File: src/rtl/lcdt_pkg.sv
package lcdt_pkg;

  typedef enum logic [1:0] {
    LS_IDLE = 2'd0,
    LS_LEAD = 2'd1,
    LS_RUN  = 2'd2
  } lcdt_state_e;

  function automatic int unsigned clk_per_pix(input logic wide);
    return wide ? 32'd3 : 32'd2;
  endfunction

endpackage

File: src/rtl/lcdt_timing.sv
module lcdt_timing #(
  parameter int unsigned H_TOTAL_PIX = 336,
  parameter int unsigned HS_PIX      = 2,
  parameter int unsigned VS_PIX      = 2,
  parameter int unsigned START_PIX   = 7,
  parameter int unsigned H_ACT_PIX   = 320,
  parameter int unsigned DLY16       = 3,
  parameter int unsigned DLY24       = 5,
  parameter int unsigned HW          = 10
) (
  input  logic          wide,
  output logic [HW-1:0] h_last,
  output logic [HW-1:0] hs_w,
  output logic [HW-1:0] vs_w,
  output logic [HW-1:0] de_beg,
  output logic [HW-1:0] de_end,
  output logic [1:0]    cpp_m1
);
  import lcdt_pkg::*;

  logic [HW-1:0] tab_last [2];
  logic [HW-1:0] tab_hs   [2];
  logic [HW-1:0] tab_vs   [2];
  logic [HW-1:0] tab_beg  [2];
  logic [HW-1:0] tab_end  [2];
  logic [1:0]    tab_cpp  [2];

  for (genvar g = 0; g < 2; g++) begin : g_fmt
    localparam int unsigned CPP = clk_per_pix(g[0]);
    localparam int unsigned DLY = (g == 0) ? DLY16 : DLY24;
    localparam int unsigned BEG = START_PIX * CPP + DLY;
    assign tab_last[g] = HW'(H_TOTAL_PIX * CPP - 1);
    assign tab_hs[g]   = HW'(HS_PIX * CPP);
    assign tab_vs[g]   = HW'(VS_PIX * CPP);
    assign tab_beg[g]  = HW'(BEG);
    assign tab_end[g]  = HW'(BEG + H_ACT_PIX * CPP);
    assign tab_cpp[g]  = 2'(CPP - 1);
  end

  always_comb begin
    h_last = tab_last[wide];
    hs_w   = tab_hs[wide];
    vs_w   = tab_vs[wide];
    de_beg = tab_beg[wide];
    de_end = tab_end[wide];
    cpp_m1 = tab_cpp[wide];
  end

endmodule

File: src/rtl/lcdt_counter.sv
module lcdt_counter #(
  parameter int unsigned V_TOT = 244,
  parameter int unsigned HW    = 10,
  parameter int unsigned LW    = 8
) (
  input  logic                  clk,
  input  logic                  rst_n,
  input  logic                  en,
  input  logic                  fmt24,
  input  logic [HW-1:0]         h_last,
  output lcdt_pkg::lcdt_state_e st_q,
  output lcdt_pkg::lcdt_state_e st_n,
  output logic [HW-1:0]         hcnt_q,
  output logic [HW-1:0]         hcnt_n,
  output logic [LW-1:0]         line_q,
  output logic [LW-1:0]         line_n,
  output logic                  wide_q
);
  import lcdt_pkg::*;

  localparam logic [LW-1:0] LINE_LAST = LW'(V_TOT - 1);

  logic wide_n;
  logic wide_ce;

  always_comb begin
    st_n    = st_q;
    hcnt_n  = hcnt_q;
    line_n  = line_q;
    wide_ce = 1'b0;
    wide_n  = fmt24;
    if (!en) begin
      st_n   = LS_IDLE;
      hcnt_n = '0;
      line_n = '0;
    end else begin
      unique case (st_q)
        LS_IDLE: begin
          st_n    = LS_LEAD;
          wide_ce = 1'b1;
        end
        LS_LEAD: begin
          st_n   = LS_RUN;
          hcnt_n = '0;
          line_n = '0;
        end
        default: begin
          if (hcnt_q == h_last) begin
            hcnt_n = '0;
            line_n = (line_q == LINE_LAST) ? '0 : line_q + 1'b1;
          end else begin
            hcnt_n = hcnt_q + 1'b1;
          end
        end
      endcase
    end
  end

  always_ff @(posedge clk or negedge rst_n) begin
    if (!rst_n) begin
      st_q   <= LS_IDLE;
      hcnt_q <= '0;
      line_q <= '0;
    end else begin
      st_q   <= st_n;
      hcnt_q <= hcnt_n;
      line_q <= line_n;
    end
  end

  always_ff @(posedge clk or negedge rst_n) begin
    if (!rst_n) begin
      wide_q <= 1'b0;
    end else if (wide_ce) begin
      wide_q <= wide_n;
    end
  end

endmodule

File: src/rtl/lcdt_decode.sv
module lcdt_decode #(
  parameter int unsigned V_TOP = 2,
  parameter int unsigned V_ACT = 240,
  parameter int unsigned V_TOT = 244,
  parameter int unsigned HW    = 10,
  parameter int unsigned LW    = 8
) (
  input  lcdt_pkg::lcdt_state_e st,
  input  logic [HW-1:0]         hcnt,
  input  logic [LW-1:0]         line,
  input  logic [HW-1:0]         h_last,
  input  logic [HW-1:0]         hs_w,
  input  logic [HW-1:0]         vs_w,
  input  logic [HW-1:0]         de_beg,
  input  logic [HW-1:0]         de_end,
  output logic                  hs_n,
  output logic                  vs_n,
  output logic                  de
);
  import lcdt_pkg::*;

  localparam logic [LW-1:0] ACT_FIRST = LW'(V_TOP);
  localparam logic [LW-1:0] ACT_STOP  = LW'(V_TOP + V_ACT);
  localparam logic [LW-1:0] LINE_LAST = LW'(V_TOT - 1);

  logic run;
  logic act_line;
  logic vs_head;
  logic vs_tail;

  always_comb begin
    run      = (st == LS_RUN);
    act_line = (line >= ACT_FIRST) && (line < ACT_STOP);
    vs_head  = (line == '0) && (hcnt < (vs_w - 1'b1));
    vs_tail  = (line == LINE_LAST) && (hcnt == h_last);
    hs_n     = !(run && (hcnt < hs_w));
    vs_n     = !((st == LS_LEAD) || (run && (vs_head || vs_tail)));
    de       = run && act_line && (hcnt >= de_beg) && (hcnt < de_end);
  end

endmodule

File: src/rtl/lcdt_sync_gen.sv
module lcdt_sync_gen #(
  parameter int unsigned H_TOTAL_PIX = 336,
  parameter int unsigned HS_PIX      = 2,
  parameter int unsigned VS_PIX      = 2,
  parameter int unsigned START_PIX   = 7,
  parameter int unsigned H_ACT_PIX   = 320,
  parameter int unsigned DLY16       = 3,
  parameter int unsigned DLY24       = 5,
  parameter int unsigned V_TOP       = 2,
  parameter int unsigned V_ACT       = 240,
  parameter int unsigned V_BOT       = 2,
  localparam int unsigned V_TOT      = V_TOP + V_ACT + V_BOT,
  localparam int unsigned HW         = $clog2(H_TOTAL_PIX * 3 + 1),
  localparam int unsigned LW         = $clog2(V_TOT),
  localparam int unsigned XW         = $clog2(H_ACT_PIX)
) (
  input  logic          clk,
  input  logic          rst_n,
  input  logic          en,
  input  logic          fmt24,
  output logic          hs_n,
  output logic          vs_n,
  output logic          de,
  output logic          byte_req,
  output logic [LW-1:0] line_cnt,
  output logic [XW-1:0] pix_x,
  output logic [1:0]    byte_ph
);
  import lcdt_pkg::*;

  lcdt_state_e   st_q, st_n;
  logic [HW-1:0] hcnt_q, hcnt_n;
  logic [LW-1:0] line_q, line_n;
  logic          wide_q;
  logic [HW-1:0] h_last, hs_w, vs_w, de_beg, de_end;
  logic [1:0]    cpp_m1;
  logic          hs_cur, vs_cur, de_cur;
  logic          hs_nxt, vs_nxt, de_nxt;
  logic [XW-1:0] col_q, col_n;
  logic [1:0]    ph_q, ph_n;

  lcdt_timing #(
    .H_TOTAL_PIX(H_TOTAL_PIX), .HS_PIX(HS_PIX), .VS_PIX(VS_PIX),
    .START_PIX(START_PIX), .H_ACT_PIX(H_ACT_PIX),
    .DLY16(DLY16), .DLY24(DLY24), .HW(HW)
  ) u_timing (
    .wide(wide_q), .h_last(h_last), .hs_w(hs_w), .vs_w(vs_w),
    .de_beg(de_beg), .de_end(de_end), .cpp_m1(cpp_m1)
  );

  lcdt_counter #(.V_TOT(V_TOT), .HW(HW), .LW(LW)) u_count (
    .clk(clk), .rst_n(rst_n), .en(en), .fmt24(fmt24), .h_last(h_last),
    .st_q(st_q), .st_n(st_n), .hcnt_q(hcnt_q), .hcnt_n(hcnt_n),
    .line_q(line_q), .line_n(line_n), .wide_q(wide_q)
  );

  lcdt_decode #(.V_TOP(V_TOP), .V_ACT(V_ACT), .V_TOT(V_TOT), .HW(HW), .LW(LW)) u_dec_cur (
    .st(st_q), .hcnt(hcnt_q), .line(line_q), .h_last(h_last), .hs_w(hs_w),
    .vs_w(vs_w), .de_beg(de_beg), .de_end(de_end),
    .hs_n(hs_cur), .vs_n(vs_cur), .de(de_cur)
  );

  lcdt_decode #(.V_TOP(V_TOP), .V_ACT(V_ACT), .V_TOT(V_TOT), .HW(HW), .LW(LW)) u_dec_nxt (
    .st(st_n), .hcnt(hcnt_n), .line(line_n), .h_last(h_last), .hs_w(hs_w),
    .vs_w(vs_w), .de_beg(de_beg), .de_end(de_end),
    .hs_n(hs_nxt), .vs_n(vs_nxt), .de(de_nxt)
  );

  always_comb begin
    col_n = '0;
    ph_n  = '0;
    if (de_nxt && de_cur) begin
      if (ph_q == cpp_m1) begin
        col_n = col_q + 1'b1;
      end else begin
        col_n = col_q;
        ph_n  = ph_q + 1'b1;
      end
    end
  end

  always_ff @(posedge clk or negedge rst_n) begin
    if (!rst_n) begin
      col_q <= '0;
      ph_q  <= '0;
    end else begin
      col_q <= col_n;
      ph_q  <= ph_n;
    end
  end

  assign hs_n     = hs_cur;
  assign vs_n     = vs_cur;
  assign de       = de_cur;
  assign byte_req = de_nxt;
  assign line_cnt = line_q;
  assign pix_x    = col_q;
  assign byte_ph  = ph_q;


  idle_on_disable_chk: assert property (@(posedge clk) disable iff (!rst_n)
    !en |=> (hs_n && vs_n && !de && !byte_req || en));


  req_leads_de_chk: assert property (@(posedge clk) disable iff (!rst_n)
    byte_req |=> de);


  de_outside_hs_chk: assert property (@(posedge clk) disable iff (!rst_n)
    de |-> hs_n);


  line_step_chk: assert property (@(posedge clk) disable iff (!rst_n)
    ($fell(hs_n) && line_cnt != '0) |-> line_cnt == $past(line_cnt) + 1'b1);


  col_step_chk: assert property (@(posedge clk) disable iff (!rst_n)
    (de && $past(de) && byte_ph == 2'd0) |-> pix_x == $past(pix_x) + 1'b1);


  vs_leads_hs_chk: assert property (@(posedge clk) disable iff (!rst_n)
    ($fell(hs_n) && line_cnt == '0) |-> (!vs_n && !$past(vs_n)));


  lead_before_hs_chk: assert property (@(posedge clk) disable iff (!rst_n)
    ($fell(vs_n) && $past(st_q) == LS_IDLE) |-> hs_n);

endmodule

File: config.mk
export PLATFORM = sky130hd
export DESIGN_NAME = lcdt_sync_gen
export DESIGN_NICKNAME = d
export VERILOG_FILES = /design/src/rtl/lcdt_pkg.sv /design/src/rtl/lcdt_timing.sv /design/src/rtl/lcdt_counter.sv /design/src/rtl/lcdt_decode.sv /design/src/rtl/lcdt_sync_gen.sv
export SDC_FILE = /design/constraint.sdc
export NUM_CORES = 1
export LEC_CHECK = 0
export ABC_AREA = 1
export BUFFER_PORTS_ARGS = -buffer_cell sky130_fd_sc_hd__buf_2
export CAP_MARGIN = 20
export CORE_MARGIN = 4
export CORE_UTILIZATION = 30
export CTS_CLUSTER_SIZE = 25
export DETAILED_ROUTE_END_ITERATION = 10
export GPL_TIMING_DRIVEN = 0
export REMOVE_ABC_BUFFERS = 1
export SYNTH_ARGS = -nofsm -noshare
export SYNTH_HDL_FRONTEND = slang
export SYNTH_SLANG_ARGS = --single-unit
File: constraint.sdc
create_clock -name clk -period 5.25 [get_ports clk]
set_input_delay 0.525 -clock clk [delete_from_list [all_inputs] [get_ports clk]]
set_output_delay 0.525 -clock clk [all_outputs]
set_load 0.01 [all_outputs]
# Word level (Yosys, flattened, before mapping)
# Index checks and enable logic that the tools add are counted.
# classes
add_sub_neg,5
n_mul,0
n_div,0
order_cmp,11
n_eq_ne,7
n_shift,0
muxes,30
bitwise,1
n_reduce_logical,19
# ops
operator,count
2-to-1 mux 10 bit,10
< comparator 10 bit,4
2-to-1 mux 9 bit,4
2-to-1 mux 8 bit,3
greater-or-equal comparator 10 bit,2
case mux 10 bit (2 select lines),1
greater-or-equal comparator 8 x 2 -> 1 bit (second input constant),2
< comparator 8 bit (second input constant),2
case mux 8 bit (2 select lines),1
2-to-1 mux 2 bit,7
logical AND 1 bit,13
adder 10 x 1 -> 10 bit (second input constant),1
equality test 10 bit,1
subtractor 10 x 1 -> 10 bit (second input constant),1
adder 9 x 1 -> 9 bit (second input constant),1
adder 8 x 1 -> 8 bit (second input constant),1
equality test 8 bit (second input constant),1
logical NOT 8 bit,1
equality test 2 bit (second input constant),2
2-to-1 mux 4 bit,1
case mux 2 bit (2 select lines),1
adder 2 x 1 -> 2 bit (second input constant),1
equality test 2 x 1 -> 1 bit (second input constant),1
equality test 2 bit,1
other kinds (7),10
# word_totals
ff_bits,32
latch_bits,0
ram_bits,0
mem_bits_ro,0
in_bits,4
out_inout_bits,23
memories,0

# Longest topological paths before layout
# logic_depth
ltp_word,15
mapped_depth,20

# Hierarchy
# A second synthesis with hierarchy kept.
# hier_totals
cells_unflattened,855
area_unflattened_um2,5445.2
# by_module_without_submodules
mod,instances,cells_each,area_per_inst_um2,seq_area_each_um2
lcdt_counter,1,222,1565.3,525.5
lcdt_decode (u_dec_nxt),1,242,1397.6,0.0
lcdt_decode (u_dec_cur),1,240,1396.3,0.0
lcdt_sync_gen,1,97,691.9,275.3
lcdt_timing,1,54,394.1,0.0

# Worst setup path before layout
# No wires, ideal clock.
# synth_timing
path_kind,reg2out
start,register u_count.wide_q
end,output byte_req
t_arrival_ns,2.359
path_slack_ns,2.366
stages_incl_launch_ff,17
n_path_buf,0
cell_sequence,dfrtp_1 -> inv_2 -> ha_1 -> nand2_1 -> inv_1 -> nand3_1 -> nor2_2 -> nor2_4 -> nand3_1 -> o21ai_0 -> ha_1 -> nand2_1 -> nand2_1 -> a21oi_2 -> a21oi_1 -> nor2_1 -> and2_1
# synth_lines
item,line,source
"start, declared",lcdt_counter.sv:17,output logic wide_q
"start signal, assigned",lcdt_counter.sv:75,wide_q <= wide_n;
NOT 1 -> 2 bit (not written as such) (*),lcdt_timing.sv:41,h_last = tab_last[wide];
2-to-1 mux 9 bit (not written as such) (*),lcdt_timing.sv:41,
2-to-1 mux 10 bit (not written as such) (*) (2 in a row),lcdt_timing.sv:41,
equality test 10 bit (*),lcdt_counter.sv:48,if (hcnt_q == h_last) begin
2-to-1 mux 10 bit (*),lcdt_counter.sv:48,
case mux 10 bit (2 select lines) (*),lcdt_counter.sv:37,unique case (st_q)
2-to-1 mux 10 bit (*),lcdt_counter.sv:32,if (!en) begin
named net hcnt_n[3],lcdt_sync_gen.sv:32,"logic [HW-1:0] hcnt_q, hcnt_n;"
greater-or-equal comparator 10 bit,lcdt_decode.sv:38,de = run && act_line && (hcnt >= de_beg) && (hcnt < de_end);
logical AND 1 bit,lcdt_decode.sv:38,
logical AND 1 bit (*),lcdt_decode.sv:38,
"end, declared",lcdt_sync_gen.sv:24,"output logic byte_req,"
# Mark *: on every way through the listed nets, which the timed path passes. The rest lies on a longest branch. The select of a mux whose other input is x is not followed.

# Worst setup path after layout
# Ends and elaborated chain as after synthesis.

==> flow_summary.yaml <==
outcome:
  status: "finished clean"
clock_network:
  ctsResizeCount: 0
  tritoncts: "built"
  clk_latency_ns: 0.28
  cts.root.buffer_cell: "clkbuf_8"
  numCtsBuffers: 5
  cts_hold_buffers: 0
  clock-sinks: 32
  clk_pin_slew_ns: 0.07
  clockBufferDepth: 2
  post_cts_buffers: 0
  htreeDepth: 2
critical_path:
  end_kind: "output pin"
  critPathArrivalTime_ns: 3.23
  r2r_start: "u_count.wide_q$_DFFE_PN0P_"
  crit_top_cell: "nand2_1"
  timing.rr.end: "pix_x[4]$_DFFE_PN0P_"
  cpMaxStageDelayCell: "dfrtp_1"
  critPathRequiredTime_ns: 4.72
  critPathMaxStageDelay_ns: 0.50
  path_class: "register to output pin"
  critPathTopFamily: "simple AND/OR/NAND/NOR gates"
  path_max_fanout: 14
  reg2reg_depth: 18
  crit_chain: "inv_2, ha_1, nand2_1, inv_1, nand3_1, nor2_2, nor2_4, nand2_1, o21ai_0, ha_1, inv_1, o21bai_1, nand4_1, nand2_1, nor2_1, nor2_1, and2_1, buf_2"
  startpoint_type: "register"
  rrSetupSlack_ns: 2.01
  critPathBufInv: 4
detailed_routing:
  top_layer: "met4"
  wl_per_cell_um: 12.6
  first_iter_violations: 150
  routed-wl-met3_um: 371
  wirelength_mm: 6.47
  dr_wl_met2_mm: 2.95
  firstDrtPassIters: 4
  wl_met1_mm: 3.09
  num_vias: 2478
  ant_nets: 0
  via_per_inst: 4.83
  drc: 0
synthesis:
  synth_most_common_cell: "nand2_1"
  synth_seq_cells: 32
  ys_types: 33
  syn_area_per_cell_um2: 7.13
  synth_top_area_share: 0.300
  synth_warnings: 0
  synth_top_cell_by_area: "dfrtp_1"
  async_flop_share: 1.00
  yosysSeqAreaShare: 0.300
  syn_inst: 374
  syn_area_mm2: 0.00267
  synth_enable_flop_cells: 0
  ys_top_cells_by_area: "dfrtp_1 (30%), nand2_1 (13%), ha_1 (9.9%)"
  yosys_most_used_dff: "dfrtp_1"
  netlist_top_cells_count: "nand2_1 (90), inv_1 (56), dfrtp_1 (32), nor2_1 (32), nand3_1 (27)"
pwr:
  p_sw_frac: 0.378
  p_clk_frac: 0.272
  switching_power_uw: 271
  p_int_uw: 447
  power.density_mw_per_mm2: 240
  p_comb_frac: 0.336
  p_seq_frac: 0.392
  ir_worst_vdd_mv: 0.163
  p_leak_uw: 0.00159
placement:
  dpl-instance-area_mm2: 0.00291
  place_congestion: 0.854
  dpl.hpwl_mm: 5.17
  numPortBuffers: 26
finish:
  diodes: 0
  layout.nets: 429
  syn2layout_area_growth_pct: 12.3
  drive_above_1_share: 0.190
  fin_area_mm2: 0.00300
  fin_util: 0.345
floorplanning:
  num_rows: 34
  die-area_mm2: 0.0105
  pin_count: 27
  core-area_mm2: 0.00868
  start_util: 0.307
  die_w_um: 102
  die_h_um: 102
grt:
  grt_pass1_wl_mm: 11.4
  track_usage: 0.135
  grt_pass1_vias: 2420
  grt_antenna_before_repair: 0
  grt_max_degree: 33
  grt_overflow_total: 0
flow_run:
  maxCapViolations: 0
timing:
  setup_violations: 0
  relSlewSlack: 0.524
  slew_viol_final: 0
  min_period_over_period: 0.715
  hold_viol: 0
  fin_worst_skew_ns: 0.00473
  max_freq_ghz: 0.266
  fin_hold_ws_ns: 0.296
  finalCriticalPeriod_ns: 3.75
  worstMarginPinSlew_ns: 0.715
  rsz0062_at_grt: "false"
  tns_ns: 0
hold_path:
  hold_class: "input pin to async pin"
layer usage:
metal,vias to the layer above,track usage
met4,0,0.0313
met5,-,0
met2,63,0.214
met1,1148,0.191
li1,1259,-
met3,8,0.0239
sequential cells by signal, summed over array words and instances (netlist names):
register / cells
byte_ph: 2
pix_x: 9
u_count.hcnt_q: 10
u_count.line_q: 8
u_count.st_q: 2
u_count.wide_q: 1
power groups by stage:
stage               logic, µW  clock network, µW  registers, µW
finish                    241                195            282
global route              276                212            282
detailed placement        243                  0            285
CTS                       244                203            280
global placement          237                  0            285
floorplan                 184                  0            276
worst max-delay path by stage:
stage | start | end | cells past startpoint
CTS | u_count.wide_q$_DFFE_PN0P_ | byte_req | 18
finish | u_count.wide_q$_DFFE_PN0P_ | byte_req | 18
floorplan | u_count.wide_q$_DFFE_PN0P_ | byte_req | 16
detailed placement | u_count.wide_q$_DFFE_PN0P_ | byte_req | 17
global route | u_count.wide_q$_DFFE_PN0P_ | byte_req | 18
global placement | u_count.wide_q$_DFFE_PN0P_ | byte_req | 18
cells by family (layout without fill, tap and decap cells):
logic type / after synthesis / after routing / synth area share
mux: 1 / 1 / 0.00375
compound gates: 32 / 32 / 0.0680
buf+inv: 65 / 96 / 0.0981
simple gates: 215 / 215 / 0.405
fa+ha+maj: 21 / 21 / 0.0985
flops: 32 / 32 / 0.300
xor+xnor: 8 / 8 / 0.0263
worst register-to-register path, cell delays in order (launching register included):
cell and delay (ns):
dfrtp_1 0.50, inv_2 0.21, ha_1 0.33, nand2_1 0.04
inv_1 0.11, nand3_1 0.12, nor2_2 0.24, nor2_4 0.06
nand2_1 0.05, o21ai_0 0.13, ha_1 0.33, inv_1 0.04
o21bai_1 0.12, nand4_1 0.13, nand2_1 0.07, nor2_1 0.04
nor2_1 0.13, nand3_2 0.33, nor2_1 0.18
through the flow:
stage / cells / total power, µW / setup slack (ns)
finish: 513 / 718 / 1.50
global route: 513 / 770 / 1.24
CTS: 513 / 727 / 1.48
detailed placement: 505 / 528 / 1.82
global placement: 505 / 522 / 1.80
floorplan: 371 / 461 / 2.37
cell type report:
class | instances | area, µm²
Timing Repair Buffer | 26 | 130
Clock buffer | 8 | 90.1
Sequential cell | 32 | 801
Fill cell | 950 | 5680
Inverter | 62 | 235
Multi-Input combinational cell | 277 | 1600
Tap cell | 108 | 135
layout by cell type (no fill, tap or decap), types with 15 or more instances in the layout:
| master | n |
|---|---|
| nand4_1 | 17 |
| nand2_1 | 90 |
| nor2_2 | 16 |
| dfrtp_1 | 32 |
| buf_2 | 26 |
| inv_1 | 56 |
| nand3_1 | 27 |
| nor2_1 | 32 |
| ha_1 | 21 |
| o21ai_0 | 15 |
Power figures use the tool's default switching activity.
